## src/rtl/vpw_rx_pkg.sv

```systemverilog
package vpw_rx_pkg;

   typedef enum logic [2:0] {
      ST_IDLE  = 3'd0,
      ST_BYTE  = 3'd1,
      ST_EOD   = 3'd2,
      ST_CRC   = 3'd3,
      ST_FRAME = 3'd4
   } rx_status_e;

   typedef enum logic [2:0] {
      PC_NOISE,
      PC_SHORT,
      PC_LONG,
      PC_SOF,
      PC_OVER
   } pulse_cls_e;

endpackage

```

## src/rtl/vpw_pulse_meter.sv

```systemverilog
// Glitch-filtered level tracker; reports the width of each accepted pulse.
module vpw_pulse_meter #(
   parameter int CW = 9
) (
   input  logic          clk,
   input  logic          rst_n,
   input  logic          tick,
   input  logic          bus_in,
   input  logic [CW-1:0] nth,
   output logic          lvl,
   output logic [CW-1:0] cnt,
   output logic          steady,
   output logic          done,
   output logic          done_lvl,
   output logic [CW-1:0] width
);
   localparam logic [CW-1:0] CMAX = {CW{1'b1}};

   logic [CW-1:0] pend;
   logic [CW-1:0] pend_nx;
   logic [CW-1:0] cnt_inc;

   assign pend_nx = pend + 1'b1;
   assign cnt_inc = (cnt == CMAX) ? cnt : cnt + 1'b1;
   assign steady  = (bus_in == lvl);

   always_ff @(posedge clk or negedge rst_n) begin
      if (!rst_n) begin
         lvl      <= 1'b0;
         cnt      <= '0;
         pend     <= '0;
         done     <= 1'b0;
         done_lvl <= 1'b0;
         width    <= '0;
      end else begin
         done <= 1'b0;
         if (tick) begin
            if (steady) begin
               pend <= '0;
               cnt  <= cnt_inc;
            end else if (pend_nx >= nth) begin
               done     <= 1'b1;
               done_lvl <= lvl;
               width    <= cnt - pend;
               lvl      <= bus_in;
               cnt      <= pend_nx;
               pend     <= '0;
            end else begin
               pend <= pend_nx;
               cnt  <= cnt_inc;
            end
         end
      end
   end
endmodule

```

## src/rtl/vpw_pulse_class.sv

```systemverilog
// Sorts a measured width into a symbol class against fixed windows.
module vpw_pulse_class
   import vpw_rx_pkg::*;
#(
   parameter int CW   = 9,
   parameter int T_N  = 34,
   parameter int T_SL = 96,
   parameter int T_LS = 163,
   parameter int T_MX = 239
) (
   input  logic [CW-1:0] width,
   output pulse_cls_e    cls
);
   always_comb begin
      if (width < CW'(T_N))       cls = PC_NOISE;
      else if (width < CW'(T_SL)) cls = PC_SHORT;
      else if (width < CW'(T_LS)) cls = PC_LONG;
      else if (width < CW'(T_MX)) cls = PC_SOF;
      else                        cls = PC_OVER;
   end
endmodule

```

## src/rtl/vpw_crc8.sv

```systemverilog
// Bit-serial CRC-8, MSB first.
module vpw_crc8 #(
   parameter logic [7:0] POLY = 8'h1D,
   parameter logic [7:0] INIT = 8'hFF
) (
   input  logic       clk,
   input  logic       rst_n,
   input  logic       clr,
   input  logic       en,
   input  logic       bit_in,
   output logic [7:0] crc
);
   always_ff @(posedge clk or negedge rst_n) begin
      if (!rst_n)   crc <= INIT;
      else if (clr) crc <= INIT;
      else if (en)  crc <= {crc[6:0], 1'b0} ^ (((crc[7] ^ bit_in) != 1'b0) ? POLY : 8'h00);
   end
endmodule

```

## src/rtl/vpw_rx.sv

```systemverilog
module vpw_rx
   import vpw_rx_pkg::*;
#(
   parameter int         T_NOISE      = 34,
   parameter int         T_SHORT_LONG = 96,
   parameter int         T_LONG_SOF   = 163,
   parameter int         T_SOF_MAX    = 239,
   parameter bit         FAST_EN      = 1'b1,
   parameter logic [7:0] CRC_POLY     = 8'h1D,
   parameter logic [7:0] CRC_INIT     = 8'hFF,
   parameter logic [7:0] CRC_RESIDUE  = 8'hC4,
   parameter int         BYTE_W       = 8
) (
   input  logic              clk,
   input  logic              rst_n,
   input  logic              tick,
   input  logic              bus_in,
   input  logic              rx4x_en,
   input  logic              irq_en,
   output logic [BYTE_W-1:0] rx_byte,
   output logic              rx_valid,
   output logic [2:0]        status,
   output logic              irq
);
   localparam int CW  = $clog2(T_SOF_MAX + 1) + 1;
   localparam int BCW = $clog2(BYTE_W);
   localparam int F_N  = T_NOISE / 4;
   localparam int F_SL = T_SHORT_LONG / 4;
   localparam int F_LS = T_LONG_SOF / 4;
   localparam int F_MX = T_SOF_MAX / 4;
   localparam logic [BCW-1:0] LAST_BIT = BCW'(BYTE_W - 1);

   if (!(T_NOISE < T_SHORT_LONG && T_SHORT_LONG < T_LONG_SOF && T_LONG_SOF < T_SOF_MAX))
      begin : g_bad_windows
         $error("vpw_rx: width windows must increase strictly");
      end
   if (FAST_EN && F_N < 1) begin : g_bad_fast
      $error("vpw_rx: noise width too small for fourfold rate");
   end
   if (BYTE_W != 8) begin : g_bad_byte
      $error("vpw_rx: CRC-8 needs 8-bit bytes");
   end

   logic              in_frame, fast;
   logic [BCW-1:0]    bitcnt;
   logic [BYTE_W-2:0] sreg;
   rx_status_e        st_q, ev_code;
   logic              rx4x_ok;
   logic [CW-1:0]     nth, eod_th, max_th;
   logic              lvl, steady, done, done_lvl;
   logic [CW-1:0]     cnt, width;
   logic [CW:0]       cnt_nx;
   pulse_cls_e        cls_n, cls_f, cls;
   logic [7:0]        crc;
   logic is_bit, bit_val, bad_act, start_n, start_f, eod_hit, tmo_hit, stop, ev;

   assign rx4x_ok = FAST_EN && rx4x_en;
   assign nth    = in_frame ? (fast ? CW'(F_N) : CW'(T_NOISE))
                            : (rx4x_ok ? CW'(F_N) : CW'(T_NOISE));
   assign eod_th = fast ? CW'(F_LS) : CW'(T_LONG_SOF);
   assign max_th = fast ? CW'(F_MX) : CW'(T_SOF_MAX);
   assign cnt_nx = {1'b0, cnt} + 1'b1;

   vpw_pulse_meter #(.CW(CW)) u_meter (
      .clk(clk), .rst_n(rst_n), .tick(tick), .bus_in(bus_in), .nth(nth),
      .lvl(lvl), .cnt(cnt), .steady(steady), .done(done),
      .done_lvl(done_lvl), .width(width)
   );

   vpw_pulse_class #(.CW(CW), .T_N(T_NOISE), .T_SL(T_SHORT_LONG),
                     .T_LS(T_LONG_SOF), .T_MX(T_SOF_MAX)) u_cls_n (
      .width(width), .cls(cls_n)
   );

   if (FAST_EN) begin : g_fast
      vpw_pulse_class #(.CW(CW), .T_N(F_N), .T_SL(F_SL),
                        .T_LS(F_LS), .T_MX(F_MX)) u_cls_f (
         .width(width), .cls(cls_f)
      );
   end else begin : g_nofast
      assign cls_f = PC_NOISE;
   end

   vpw_crc8 #(.POLY(CRC_POLY), .INIT(CRC_INIT)) u_crc (
      .clk(clk), .rst_n(rst_n), .clr(start_n || start_f), .en(is_bit),
      .bit_in(bit_val), .crc(crc)
   );

   always_comb begin
      cls     = fast ? cls_f : cls_n;
      is_bit  = done && in_frame && (cls == PC_SHORT || cls == PC_LONG);
      bit_val = done_lvl ? (cls == PC_LONG) : (cls == PC_SHORT);
      bad_act = done && in_frame && done_lvl && (cls == PC_SOF || cls == PC_OVER);
      start_n = done && !in_frame && done_lvl && cls_n == PC_SOF;
      start_f = done && !in_frame && done_lvl && rx4x_ok && cls_f == PC_SOF;
      eod_hit = tick && in_frame && !lvl && steady && cnt_nx >= {1'b0, eod_th};
      tmo_hit = tick && in_frame && lvl && steady && cnt_nx >= {1'b0, max_th};
      stop    = eod_hit || tmo_hit || bad_act;
      ev      = 1'b0;
      ev_code = ST_IDLE;
      if (eod_hit) begin
         ev = 1'b1;
         if (bitcnt != '0)              ev_code = ST_FRAME;
         else if (crc == CRC_RESIDUE)   ev_code = ST_EOD;
         else                           ev_code = ST_CRC;
      end else if (tmo_hit || bad_act) begin
         ev      = 1'b1;
         ev_code = ST_FRAME;
      end else if (is_bit && bitcnt == LAST_BIT) begin
         ev      = 1'b1;
         ev_code = ST_BYTE;
      end
   end

   always_ff @(posedge clk or negedge rst_n) begin
      if (!rst_n) begin
         in_frame <= 1'b0;
         fast     <= 1'b0;
         bitcnt   <= '0;
         sreg     <= '0;
         rx_byte  <= '0;
         rx_valid <= 1'b0;
         st_q     <= ST_IDLE;
         irq      <= 1'b0;
      end else begin
         rx_valid <= 1'b0;
         irq      <= 1'b0;
         if (start_n || start_f) begin
            in_frame <= 1'b1;
            fast     <= start_f;
            bitcnt   <= '0;
         end else if (stop) begin
            in_frame <= 1'b0;
            fast     <= 1'b0;
         end else if (is_bit) begin
            bitcnt <= bitcnt + 1'b1;
            sreg   <= {sreg[BYTE_W-3:0], bit_val};
            if (bitcnt == LAST_BIT) begin
               rx_byte  <= {sreg, bit_val};
               rx_valid <= 1'b1;
            end
         end
         if (ev) begin
            st_q <= ev_code;
            irq  <= irq_en;
         end
      end
   end

   assign status = st_q;
endmodule

```

## config.mk

```make
export PLATFORM = sky130hd
export DESIGN_NAME = vpw_rx
export DESIGN_NICKNAME = d
export VERILOG_FILES = /design/src/rtl/vpw_rx_pkg.sv /design/src/rtl/vpw_pulse_meter.sv /design/src/rtl/vpw_pulse_class.sv /design/src/rtl/vpw_crc8.sv /design/src/rtl/vpw_rx.sv
export SDC_FILE = /design/constraint.sdc
export NUM_CORES = 1
export LEC_CHECK = 0
export ABC_AREA = 0
export BUFFER_PORTS_ARGS = -buffer_cell sky130_fd_sc_hd__buf_2
export CAP_MARGIN = 20
export CORE_ASPECT_RATIO = 1.5
export CORE_UTILIZATION = 43
export CTS_BUF_LIST = sky130_fd_sc_hd__clkbuf_2 sky130_fd_sc_hd__clkbuf_4 sky130_fd_sc_hd__clkbuf_8
export DETAILED_ROUTE_END_ITERATION = 10
export SLEW_MARGIN = 15
export SYNTH_ARGS = -nofsm -noshare
export SYNTH_HDL_FRONTEND = slang
export SYNTH_SLANG_ARGS = --single-unit
export TNS_END_PERCENT = 100
```

## constraint.sdc

```tcl
create_clock -name clk -period 6.65 [get_ports clk]
set_clock_uncertainty 0.1 [all_clocks]
set_input_delay 0.9975 -clock clk [delete_from_list [all_inputs] [get_ports clk]]
set_output_delay 0.9975 -clock clk [all_outputs]
set_load 0.02 [all_outputs]
```

### Word level (Yosys, flattened, before mapping)

Index checks and enable logic that the tools add are counted.
W data, S select, Z words.

| operators by class | value |
|---|---|
| reduce and logical (&&, ||, !) cells | 32 |
| order comparisons | 11 |
| add/subtract/negate cells | 5 |
| $mul | 0 |
| shifts and indexed selects | 0 |
| divide/modulo/power cells | 0 |
| equal/unequal tests | 11 |
| multiplexer cells | 45 |
| bitwise operators | 5 |

Operator list:

| kind | count |
|---|---|
| $mux W3 | 15 |
| $mux W9 | 5 |
| $mux W8 | 4 |
| $lt A9 B6 Y1 const B | 3 |
| $ge A10 B8 Y1 | 2 |
| $add A9 B1 Y9 const B | 2 |
| $lt A9 B8 Y1 const B | 2 |
| $mux W6 | 3 |
| $logic_and A1 B1 Y1 | 17 |
| $mux W1 | 17 |
| $eq A3 B2 Y1 const B | 4 |
| $add A9 B1 Y10 const B | 1 |
| $eq A9 B9 Y1 const B | 1 |
| $ge A9 B6 Y1 | 1 |
| $lt A9 B4 Y1 const B | 1 |
| $lt A9 B5 Y1 const B | 1 |
| $lt A9 B7 Y1 const B | 1 |
| $sub A9 B9 Y9 | 1 |
| $eq A8 B8 Y1 const B | 1 |
| $xor A8 B8 Y8 | 1 |
| $eq A3 B3 Y1 const B | 2 |
| $logic_or A1 B1 Y1 | 6 |
| $reduce_and A3 Y1 | 2 |
| $mux W5 | 1 |
| 11 further kinds | 15 |

| storage, ports and cells | value |
|---|---|
| bits in latches | 0 |
| register bits | 63 |
| memory bits (writable) | 0 |
| memories kept | 0 |
| ROM bits | 0 |
| word-level logic and storage cells | 124 |

### Logic depth before layout (Yosys ltp)

Gate-level depths: netlist of the first run.

| logic depth | value |
|---|---|
| word-level depth | 14 |
| gate-level depth with buffers | 14 |
| gate-level depth less buffers | 13 |

### Cells and area by module

Synthesis of the first run repeated with hierarchy kept, for this count alone.

| unflattened totals | value |
|---|---|
| cell total of the unflattened synthesis | 425 |
| area, all modules | 4362.9 um2 |

Modules (own cells, without submodules):

| module | instances | area each (um2) | cells each |
|---|---|---|---|
| vpw_pulse_meter | 1 | 2128.3 | 223 |
| vpw_rx | 1 | 1652.8 | 148 |
| vpw_crc8 | 1 | 430.4 | 31 |
| vpw_pulse_class (u_cls_n) | 1 | 86.3 | 13 |
| vpw_pulse_class (g_fast.u_cls_f) | 1 | 65.1 | 10 |

### Worst setup path before layout of the first run

OpenSTA, ideal clock, no wires.

| path | value |
|---|---|
| kind | register to register |
| from | register u_meter.cnt[1] |
| to | register sreg[1] |
| clock period less this slack | 3.272 ns |
| cell stages (with the launch flop) | 14 |
| data arrival time | 3.047 ns |
| setup slack | 3.378 ns |
| path buffers | 1 |
| library setup time | 0.125 ns |
| cell sequence | dfrtp_1 -> ha_1 -> nand3_2 -> or2_2 -> inv_1 -> nand3_1 -> ha_1 -> nor2_1 -> o21ai_0 -> o311ai_1 -> o211ai_4 -> nor2b_4 -> buf_6 -> mux2_4 |

| between the ends | value |
|---|---|
| word-level cells in the longest chain between the ends | 7 |
| elaborated cells on any way between the ends | 9 |
| those cells by class | add/sub (1); order compare (2); bitwise (1); reduce/logical (5) |

RTL lines:

| element | line | source |
|---|---|---|
| start, declared | vpw_pulse_meter.sv:11 | `output logic [CW-1:0] cnt,` |
| start signal, assigned | vpw_pulse_meter.sv:40 | `cnt <= cnt_inc;` |
| start signal, assigned | vpw_pulse_meter.sv:46 | `cnt <= pend_nx;` |
| start signal, assigned | vpw_pulse_meter.sv:50 | `cnt <= cnt_inc;` |
| $add A9 B1 Y10 * | vpw_rx.sv:62 | `assign cnt_nx = {1'b0, cnt} + 1'b1;` |
| $ge A10 B8 Y1 (on tied branches) | vpw_rx.sv:96, vpw_rx.sv:97 |  |
| $logic_and A1 B1 Y1 (on tied branches) | vpw_rx.sv:96, vpw_rx.sv:97 |  |
| $logic_or A1 B1 Y1 * (2 in a row) | vpw_rx.sv:98 | `stop = eod_hit \|\| tmo_hit \|\| bad_act;` |
| $not A1 Y1 (no source line) * | -- |  |
| $reduce_and A3 Y1 (no source line) * | -- |  |
| end signal, assigned | vpw_rx.sv:137 | `sreg <= {sreg[BYTE_W-3:0], bit_val};` |
| end, declared | vpw_rx.sv:46 | `logic [BYTE_W-2:0] sreg;` |

Mark *: on every way between the ends. The rest lies on a longest branch, timed or not.
A chain may end at the register's enable or synchronous reset.

### Worst setup path in the final report of the first run

Same ends and word-level chain as after synthesis.

==> metrics.cfg, run 1 <==
[layout]
seq_area_um2=1590
area_growth_pct=10.2
diodes=0
multiInputGateArea_um2=2280
drive_above_1_share=0.210
fillCellCount=872
layout.nets=456
final_cells=540

[sta]
period_share=0.563
maxSlewViolCount=0
max_freq_mhz=267
worst_slew_pin_slew_ns=0.896
layout_min_cycle_time_ns=3.74
slew_headroom=0.401
finalSetupViolCount=0
final.setup.worst_slack_ns=2.91
hold_viol_final=0
holdWs_ns=0.374
rsz0062_at_grt=no
setup_tns_ns=0

[cts]
cts_resized=0
cts_tree=done
clock_latency_ns=0.35
numCtsBuffers=9
clk_root_buffer_cell=clkbuf_8
cts.sinks=63
post_cts_buffers=0
clk_pin_slew_worst_paths_ns=0.07
htreeDepth=3
ctsHoldBuffers=0
cts_buffer_depth=2

[flow_run]
drv_cap=0

[route]
ant_nets=0
wl_um=8940
wl_per_cell_um=16.6
via_count=3039
firstDrtPassIters=4
drc_errors=0
viasPerCell=5.63
drt_iter0_drc=116

[logic_synthesis]
syn-instance-count=404
synth-compound-area-share=0.180
syn-num-nets=437
synthAdderAreaFrac=0.0848
synth_top_family_by_area=compound AO/OA/AOI/OAI gates
synth_top_area_frac=0.338
ys_ff_latch=63
synth-xor-area-share=0.0599
synth_edf_count=0
yosysSeqAreaShare=0.390
syn_avg_cell_area_um2=10.1
synth_flop_cell=dfrtp_1
synthSimpleGateAreaFrac=0.156
async_flop_share=1.00
mappedNetlistArea_um2=4070
yosys-top-cells-area=dfrtp_1, ha_1, dfstp_2, mux2_2, xnor2_1
synthMuxAreaShare=0.0783
synth_area_leader_cell=dfrtp_1
ys_warn_count=0
ys_types=74

[grt]
grt_max_degree=64
antenna_found_initial=0
grt_pass1_wl_um=14800
grt.overflow.total=0
grt_util_all_layers=0.201
grt_pass1_vias=3062

[setup_path]
worstPathCellList=ha_1, nand3_2, or2_2, inv_1, nand3_1, ha_1, nor2_1, o21ai_0, o311ai_1, o211ai_4, nor2b_4, mux2_4
slowest_delay_ns=0.52
cp_common_cell=ha_1
crit_type=reg2reg
worstSetupStartpointType=flip-flop
crit_required_ns=6.77
cp_top_family=simple AND/OR/NAND/NOR gates
worstPathMaxFanout=10
path_buf_inv=1
end_kind=flip-flop
cp.arrival_ns=3.87
rrSetupSlack_ns=2.91
critPathSlowestCell=o311ai_1

[power_and_ir_drop]
total_leakage_power_nw=2.06
powerDensity_nw_per_um2=394
vdd_drop_max_uv=204

[hold_path]
min_path_type=reg2reg

[placed_design]
port_buffers=18
dp_hpwl_um=6570
place_inst=524
gp_congestion=0.804
pre_cts_ws_ns=2.92

[status]
outcome=finished clean

[die]
placementRows=43
core_area_um2=9200
io-pin-count=19
die_height_um=121
initial_core_util=0.443
die_area_um2=9870
die_w_um=81.5

## power breakdown
part / internal (mW) / switching, mW
logic: 0.350 / 0.393
registers: 0.479 / 0.148
clock network: 0.246 / 0.152
## synthesized netlist by cell type, types with 4 or more instances
master,instances
a21o_1,5
a21oi_1,22
a22o_1,7
and2_1,5
and3_1,5
clkbuf_1,7
dfrtp_1,55
dfstp_2,8
ha_1,26
inv_1,36
mux2_2,15
mux2_4,6
mux2i_1,6
nand2_1,21
nand3_1,8
nand4_1,4
nor2_1,23
nor2b_1,7
nor3_1,15
o21ai_0,15
o22ai_1,4
o31ai_1,6
xnor2_1,19
xor2_1,7
## kinds of logic (layout without fill, tap and decap cells)
| group | Yosys count | count (layout) |
|---|---|---|
| buf+inv | 49 | 73 |
| flops | 63 | 63 |
| xor+xnor | 27 | 27 |
| fa+ha+maj | 27 | 27 |
| mux | 27 | 27 |
| compound gates | 98 | 98 |
| simple gates | 113 | 113 |
## cell usage in the layout (no fill, tap or decap), types with 4 or more instances in the layout
cell / count
a21o_1: 5
a21oi_1: 22
a22o_1: 7
and2_1: 5
and3_1: 5
buf_2: 18
clkbuf_8: 12
dfrtp_1: 55
dfstp_2: 8
ha_1: 26
inv_1: 36
mux2_2: 15
mux2_4: 6
mux2i_1: 6
nand2_1: 21
nand3_1: 8
nand4_1: 4
nor2_1: 23
nor2b_1: 7
nor3_1: 15
o21ai_0: 15
o22ai_1: 4
o31ai_1: 6
xnor2_1: 19
xor2_1: 7
## layer usage
layer / vias to the layer above / GRT usage / part of all wire
li1: 1486 / - / -
met4: 0 / 0.109 / 0.032
met3: 20 / 0.0376 / 0.025
met2: 43 / 0.345 / 0.52
met5: - / 0 / 0
met1: 1490 / 0.227 / 0.42
## layout make-up
class | instances | area share
clock buffer | 13 | 0.0385
clock inverter | 3 | 0.0145
inverter | 36 | 0.0301
multi-input combinational | 292 | 0.507
sequential | 63 | 0.353
tap | 112 | 0.0312
timing repair buffer | 21 | 0.0251
## final timing paths
path	to	from	cells past startpoint
hold reg to reg	u_crc.crc[5]$_DFFE_PN1P_	u_crc.crc[4]$_DFFE_PN1P_	2
max in group asynchronous	u_meter.cnt[6]$_DFFE_PN0P_	rst_n	2
setup reg to reg	sreg[1]$_DFFE_PN0P_	u_meter.cnt[1]$_DFFE_PN0P_	12
min in group asynchronous	rx_byte[4]$_DFFE_PN0P_	rst_n	2
hold / removal	u_crc.crc[5]$_DFFE_PN1P_	u_crc.crc[4]$_DFFE_PN1P_	2
setup / recovery	sreg[1]$_DFFE_PN0P_	u_meter.cnt[1]$_DFFE_PN0P_	12
## tightest hold or removal path: cells and delay by family (launching register included)
kind,cells,cell delay [ns]
AOI/OAI and AO/OA,1,0.05
buffers and inverters,1,0.04
DFF,1,0.38
## through the flow
step / util / area [um^2] / power [mW]
after floorplan: - / 4070 / 1.19
after global placement: 0.462 / 4250 / 1.36
after detailed placement: 0.462 / 4250 / 1.38
after CTS: 0.488 / 4490 / 1.78
after global routing: 0.488 / 4490 / 1.90
final: 0.488 / 4490 / 1.77
## registers in the layout (all words and copies together) (netlist names)
register	count
u_meter.cnt	9
u_meter.pend	9
u_meter.width	9
rx_byte	8
u_crc.crc	8
sreg	7
bitcnt	3
status	3
fast	1
in_frame	1
irq	1
rx_valid	1
u_meter.done	1
u_meter.done_lvl	1
u_meter.lvl	1
No activity file was read; power rests on OpenSTA's default activity.
==> inputs of run 2 (changes only) <==
==> constraint.sdc (replaced) <==
create_clock -name clk -period 3.6 [get_ports clk]
set_clock_uncertainty 0.1 [all_clocks]
set_input_delay 0.54 -clock clk [delete_from_list [all_inputs] [get_ports clk]]
set_output_delay 0.54 -clock clk [all_outputs]
set_load 0.02 [all_outputs]
==> run 2 against run 1 <==
Net effect:
- critical path depth grew 1
- setup slack lost 2.6 ns
- utilization grew 0.68 points
- first-iteration DRC count shrank 7.8%
- sequential cell count is the same
- largest power group unchanged
- highest routed layer unchanged
==> metrics.cfg, run 2 (synthesis gave the netlist of run 1 again) <==
[setup_path]
worstSetupStartpointType=flip-flop  ; unchanged
cp.arrival_ns=3.46  ; was 3.87 ns
r2r_start=u_meter.cnt[0]$_DFFE_PN0P_  ; was u_meter.cnt[1]$_DFFE_PN0P_
cp_common_cell=ha_1  ; unchanged
critPathSlowestCell=or2_2  ; was o311ai_1
crit_type=reg2reg  ; unchanged
worstPathCellList=ha_1, nand3_2, or2_2, inv_1, nand3_1, ha_1, nor2_1, o21ai_0, o311ai_2, o211ai_4, nor2b_4, buf_12, mux2_4  ; was ha_1, nand3_2, or2_2, inv_1, nand3_1, ha_1, nor2_1, o21ai_0, o311ai_1, o211ai_4, nor2b_4, mux2_4
cp_top_family=simple AND/OR/NAND/NOR gates  ; unchanged
rrSetupSlack_ns=0.27  ; was 2.91 ns
r2r-end=sreg[3]$_DFFE_PN0P_  ; was sreg[1]$_DFFE_PN0P_
worstPathMaxFanout=10  ; unchanged
slowest_delay_ns=0.37  ; was 0.52 ns
rr_worst_depth=13  ; was 12
end_kind=flip-flop  ; unchanged
crit_required_ns=3.73  ; was 6.77 ns
path_buf_inv=2  ; was 1

[grt]
grt_max_degree=30  ; was 64
grt.overflow.total=0  ; unchanged
antenna_found_initial=0  ; unchanged
grt_pass1_wl_um=14700  ; was 14800 um
grt_pass1_vias=3056  ; was 3062
grt_util_all_layers=0.199  ; was 0.201

[status]
outcome=finished clean  ; unchanged

[power_and_ir_drop]
powerDensity_nw_per_um2=699  ; was 394 nW/um^2
total_leakage_power_nw=2.09  ; was 2.06 nW
vdd_drop_max_uv=327  ; was 204 uV

[die]
die_area_um2=9870  ; unchanged
die_height_um=121  ; unchanged
initial_core_util=0.443  ; unchanged
io-pin-count=19  ; unchanged
die_w_um=81.5  ; unchanged
core_area_um2=9200  ; unchanged
placementRows=43  ; unchanged

[route]
maxUsedRoutingLayer=met4  ; unchanged
wl_met3_um=279  ; was 222 um
via_count=3107  ; was 3039
firstDrtPassIters=4  ; unchanged
drt_iter0_drc=107  ; was 116
ant_nets=0  ; unchanged
drc_errors=0  ; unchanged
drt-met1-wl_um=3600  ; was 3780 um
routed-wl-met2_um=4780  ; was 4660 um
wl_um=8880  ; was 8940 um
wl_per_cell_um=16.1  ; was 16.6 um
viasPerCell=5.64  ; was 5.63

[cts]
cts_tree=done  ; unchanged
clock_latency_ns=0.35  ; about the same
clk_pin_slew_worst_paths_ns=0.08  ; was 0.07 ns
htreeDepth=3  ; unchanged
clk_root_buffer_cell=clkbuf_8  ; unchanged
cts.sinks=63  ; unchanged
cts_buffer_depth=2  ; unchanged
numCtsBuffers=9  ; unchanged

[sta]
period_share=0.926  ; was 0.563
finalSetupViolCount=0  ; unchanged
hold_viol_final=0  ; unchanged
worst_slew_pin_slew_ns=0.443  ; was 0.896 ns
slew_headroom=0.696  ; was 0.401
maxSlewViolCount=0  ; unchanged
max_freq_mhz=300  ; was 267 MHz
layout_min_cycle_time_ns=3.33  ; was 3.74 ns
final.setup.worst_slack_ns=0.268  ; was 2.91 ns
setup_tns_ns=0  ; unchanged
rsz0062_at_grt=no  ; unchanged

[layout]
layout.nets=467  ; was 456
final_common_cell=dfrtp_1  ; unchanged
diodes=0  ; unchanged
fin_area_um2=4550  ; was 4490 um^2
largestRegisters=u_meter.cnt x9, u_meter.pend x9, u_meter.width x9  ; unchanged
drive_above_1_share=0.232  ; was 0.210
area_growth_pct=11.8  ; was 10.2%
utilization=0.495  ; was 0.488
most-common-layout-cells=dfrtp_1, inv_1, ha_1  ; unchanged

[placed_design]
postPlaceCellArea_um2=4330  ; was 4250 um^2
port_buffers=18  ; unchanged
pre_cts_ws_ns=0.0502  ; was 2.92 ns
dp_hpwl_um=6740  ; was 6570 um
gp_congestion=0.805  ; was 0.804

[hold_path]
min_path_type=in2async  ; was reg2reg

[flow_run]
drv_cap=0  ; unchanged

-- run 2: metal layers --
layer / GRT usage / vias up
met1: 0.219 / 1523
met3: 0.0271 / 16
li1: - / 1512
met5: 0 / -
met2: 0.358 / 56
met4: 0.108 / 0
-- run 2: power breakdown --
part | internal, mW | switching [mW] | total [mW]
Combinational | 0.675 | 0.779 | 1.45
Clock | 0.334 | 0.282 | 0.616
Sequential | 0.885 | 0.226 | 1.11
Total | 1.89 | 1.29 | 3.18
-- run 2: worst register-to-register path, stage by stage, from the launching register on --
cell      delay [ns]
dfrtp_1         0.36
ha_1            0.26
nand3_2         0.14
or2_2           0.38
inv_1           0.07
nand3_1         0.10
ha_1            0.31
nor2_1          0.14
o21ai_0         0.13
o311ai_2        0.36
o211ai_4        0.24
nor2b_4         0.19
buf_12          0.15
mux2_4          0.30
-- run 2: timing repair --
item / CTS / global route
setup buffers: 0 / 1
hold buffers: 0 / 0
resized for setup: 0 / 1
endpoints found under the setup margin: 0 / 17
-- run 2: worst max-delay path by stage --
stage,end,slack [ns],cells after the start,from
final,sreg[3]$_DFFE_PN0P_,0.27,13,u_meter.cnt[0]$_DFFE_PN0P_
after global routing,sreg[2]$_DFFE_PN0P_,0.07,14,u_meter.cnt[0]$_DFFE_PN0P_
after CTS,sreg[3]$_DFFE_PN0P_,0.03,12,u_meter.cnt[0]$_DFFE_PN0P_
after detailed placement,sreg[3]$_DFFE_PN0P_,0.05,12,u_meter.cnt[0]$_DFFE_PN0P_
after global placement,sreg[2]$_DFFE_PN0P_,0.20,12,u_meter.cnt[0]$_DFFE_PN0P_
after floorplan,sreg[1]$_DFFE_PN0P_,0.33,13,u_meter.cnt[1]$_DFFE_PN0P_
-- run 2: through the flow --
step / cells / hold slack [ns] / power [mW]
after CTS: 550 / 0.0448 / 3.22
final: 551 / 0.0484 / 3.18
after global routing: 551 / 0.0759 / 3.44
after detailed placement: 534 / 0.373 / 2.58
after floorplan: 404 / 0.144 / 2.19
after global placement: 534 / 0.358 / 2.55
-- run 2: cell type report --
class	instances	area (um^2)
fillers	862	4650
flip-flops and latches	63	1590
multi-input cells	292	2280
clock inverters	6	60.1
well taps	112	140
inverters	36	135
clock buffers	10	138
repair buffers	32	208
==> inputs of run 3 (changes only) <==
--- a/config.mk
+++ b/config.mk
@@ -12,6 +12,7 @@
 export CORE_UTILIZATION = 43
 export CTS_BUF_LIST = sky130_fd_sc_hd__clkbuf_2 sky130_fd_sc_hd__clkbuf_4 sky130_fd_sc_hd__clkbuf_8
 export DETAILED_ROUTE_END_ITERATION = 10
+export PLACE_DENSITY = 0.63
 export SLEW_MARGIN = 15
 export SYNTH_ARGS = -nofsm -noshare
 export SYNTH_HDL_FRONTEND = slang
==> run 3 against run 2 <==
Net effect:
- setup slack got worse by 0.068 ns
- routed wire length decreased by 1.4%
- first-iteration DRC count decreased by 33%
==> metrics.cfg, run 3 (synthesis gave the netlist of run 1 again) <==
[power_and_ir_drop]
total_leakage_power_nw=2.09  ; about the same
seqPwrFrac=0.347  ; was 0.349
powerDensity_nw_per_um2=707  ; was 699 nW/um^2
p_sw_frac=0.396  ; was 0.405
power.switching_mw=1.27  ; was 1.29 mW
power_frac_comb=0.449  ; was 0.457
vdd_drop_max_uv=463  ; was 327 uV
intPower_mw=1.94  ; was 1.89 mW
power.share.clock=0.204  ; was 0.194

[die]
die_height_um=121  ; unchanged
io-pin-count=19  ; unchanged
core_area_um2=9200  ; unchanged
die_area_um2=9870  ; unchanged
die_w_um=81.5  ; unchanged
initial_core_util=0.443  ; unchanged
placementRows=43  ; unchanged

[layout]
layout.nets=465  ; was 467
largestRegisters=u_meter.cnt x9, u_meter.pend x9, u_meter.width x9  ; unchanged
area_growth_pct=11.5  ; was 11.8%
diodes=0  ; unchanged
most-common-layout-cells=dfrtp_1, inv_1, ha_1  ; unchanged
fin_area_um2=4540  ; was 4550 um^2
drive_above_1_share=0.229  ; was 0.232
final_common_cell=dfrtp_1  ; unchanged

[cts]
numCtsBuffers=9  ; unchanged
clk_pin_slew_worst_paths_ns=0.08  ; about the same
clk_root_buffer_cell=clkbuf_8  ; unchanged
cts_buffer_depth=2  ; unchanged
cts_tree=done  ; unchanged
ctsHoldBuffers=0  ; unchanged
htreeDepth=3  ; unchanged
cts.sinks=63  ; unchanged
clock_latency_ns=0.36  ; was 0.35 ns

[setup_path]
rr_worst_depth=12  ; was 13
crit_type=reg2reg  ; unchanged
end_kind=flip-flop  ; unchanged
r2r_start=u_meter.cnt[1]$_DFFE_PN0P_  ; was u_meter.cnt[0]$_DFFE_PN0P_
worstSetupStartpointType=flip-flop  ; unchanged
cp.arrival_ns=3.53  ; was 3.46 ns
worstPathMaxFanout=10  ; unchanged
r2r-end=sreg[1]$_DFFE_PN0P_  ; was sreg[3]$_DFFE_PN0P_
rrSetupSlack_ns=0.20  ; was 0.27 ns
crit_required_ns=3.73  ; about the same

[placed_design]
gp_congestion=0.803  ; was 0.805
postPlaceCellArea_um2=4320  ; was 4330 um^2
dp_hpwl_um=6530  ; was 6740 um
port_buffers=18  ; unchanged

[route]
firstDrtPassIters=4  ; unchanged
viasPerCell=5.61  ; was 5.64
drc_errors=0  ; unchanged
wl_um=8760  ; was 8880 um
wl_per_cell_um=16.0  ; was 16.1 um
via_count=3080  ; was 3107
drt_iter0_drc=72  ; was 107
ant_nets=0  ; unchanged

[grt]
antenna_found_initial=0  ; unchanged
grt.met3_usage=0.0316  ; was 0.0271
use_met2=0.359  ; was 0.358
grt_pass1_wl_um=14600  ; was 14700 um
grt_pass1_vias=3059  ; was 3056
busiest_layer=met2  ; unchanged
grt_max_degree=64  ; was 30
grt.overflow.total=0  ; unchanged
use_met1=0.208  ; was 0.219
grt_util_all_layers=0.199  ; about the same

[hold_path]
min_path_type=in2async  ; unchanged

[sta]
hold_viol_final=0  ; unchanged
period_share=0.945  ; was 0.926
holdWs_ns=0.252  ; was 0.0484 ns
layout_min_cycle_time_ns=3.40  ; was 3.33 ns
finalSetupViolCount=0  ; unchanged
max_freq_mhz=294  ; was 300 MHz
worst_slew_pin_slew_ns=0.821  ; was 0.443 ns
maxSlewViolCount=0  ; unchanged
slew_headroom=0.452  ; was 0.696

[flow_run]
drv_cap=0  ; unchanged

[status]
outcome=finished clean  ; unchanged

## run 3: cell count changes in the layout (fill, tap and decap cells not counted)
cell and delta:
buf_4 -1, clkinv_2 -1, clkbuf_8 +2, clkbuf_4 +1, clkinvlp_4 -2, buf_12 -1
## run 3: critical path, cell delays in order (launching register included)
cell and delay, ns:
dfrtp_1 0.35, ha_1 0.24, nand3_2 0.14, or2_2 0.37, inv_1 0.07, nand3_1 0.10
ha_1 0.32, nor2_1 0.13, o21ai_0 0.12, o311ai_2 0.37, o211ai_4 0.25, nor2b_4 0.37
mux2_4 0.33
## run 3: routing by layer
layer  part of all wire  routed length [um]
met4              0.034                 296
met3              0.021                 187
met2               0.54                4730
met5                  0                   0
met1               0.40                3550
## run 3: final cells by class
| type | instances | area [um^2] |
|---|---|---|
| flip-flops and latches | 63 | 1590 |
| well taps | 112 | 140 |
| fillers | 853 | 4660 |
| clock buffers | 13 | 173 |
| repair buffers | 30 | 180 |
| clock inverters | 3 | 40.0 |
| multi-input cells | 292 | 2280 |
| inverters | 36 | 135 |
## run 3: timing repair
| item | CTS | global route |
|---|---|---|
| setup buffers | 0 | 0 |
| resized for setup | 0 | 1 |
| endpoints found under the setup margin | 0 | 14 |
## run 3: metrics by stage
stage	total power [mW]	util	setup TNS [ns]	instances	worst slack (ns)
global route	3.48	0.493	-0.00863	549	-0.00430
CTS	3.24	0.493	0	549	0.0326
finish	3.21	0.493	0	549	0.200
detailed placement	2.57	0.469	0	533	0.0539
global placement	2.54	0.469	0	533	0.217
floorplan	2.19	-	0	404	0.328
## run 3: power groups by stage
stage	registers, mW	clock network (mW)	logic, mW
2_1_floorplan	1.10	0	1.09
3_3_place_gp	1.12	0	1.42
3_5_place_dp	1.13	0	1.44
4_1_cts	1.11	0.673	1.45
5_1_grt	1.15	0.702	1.63
6_report	1.11	0.656	1.44
## run 3: worst max-delay path by stage
stage | startpoint | to | slack (ns) | depth (start not counted)
after floorplan | u_meter.cnt[1]$_DFFE_PN0P_ | sreg[1]$_DFFE_PN0P_ | 0.33 | 13
after global placement | u_meter.cnt[0]$_DFFE_PN0P_ | sreg[2]$_DFFE_PN0P_ | 0.22 | 12
after detailed placement | u_meter.cnt[0]$_DFFE_PN0P_ | sreg[1]$_DFFE_PN0P_ | 0.05 | 12
after CTS | u_meter.cnt[0]$_DFFE_PN0P_ | sreg[1]$_DFFE_PN0P_ | 0.03 | 12
after global routing | u_meter.cnt[0]$_DFFE_PN0P_ | sreg[2]$_DFFE_PN0P_ | -0.004 | 12
final | u_meter.cnt[1]$_DFFE_PN0P_ | sreg[1]$_DFFE_PN0P_ | 0.20 | 12
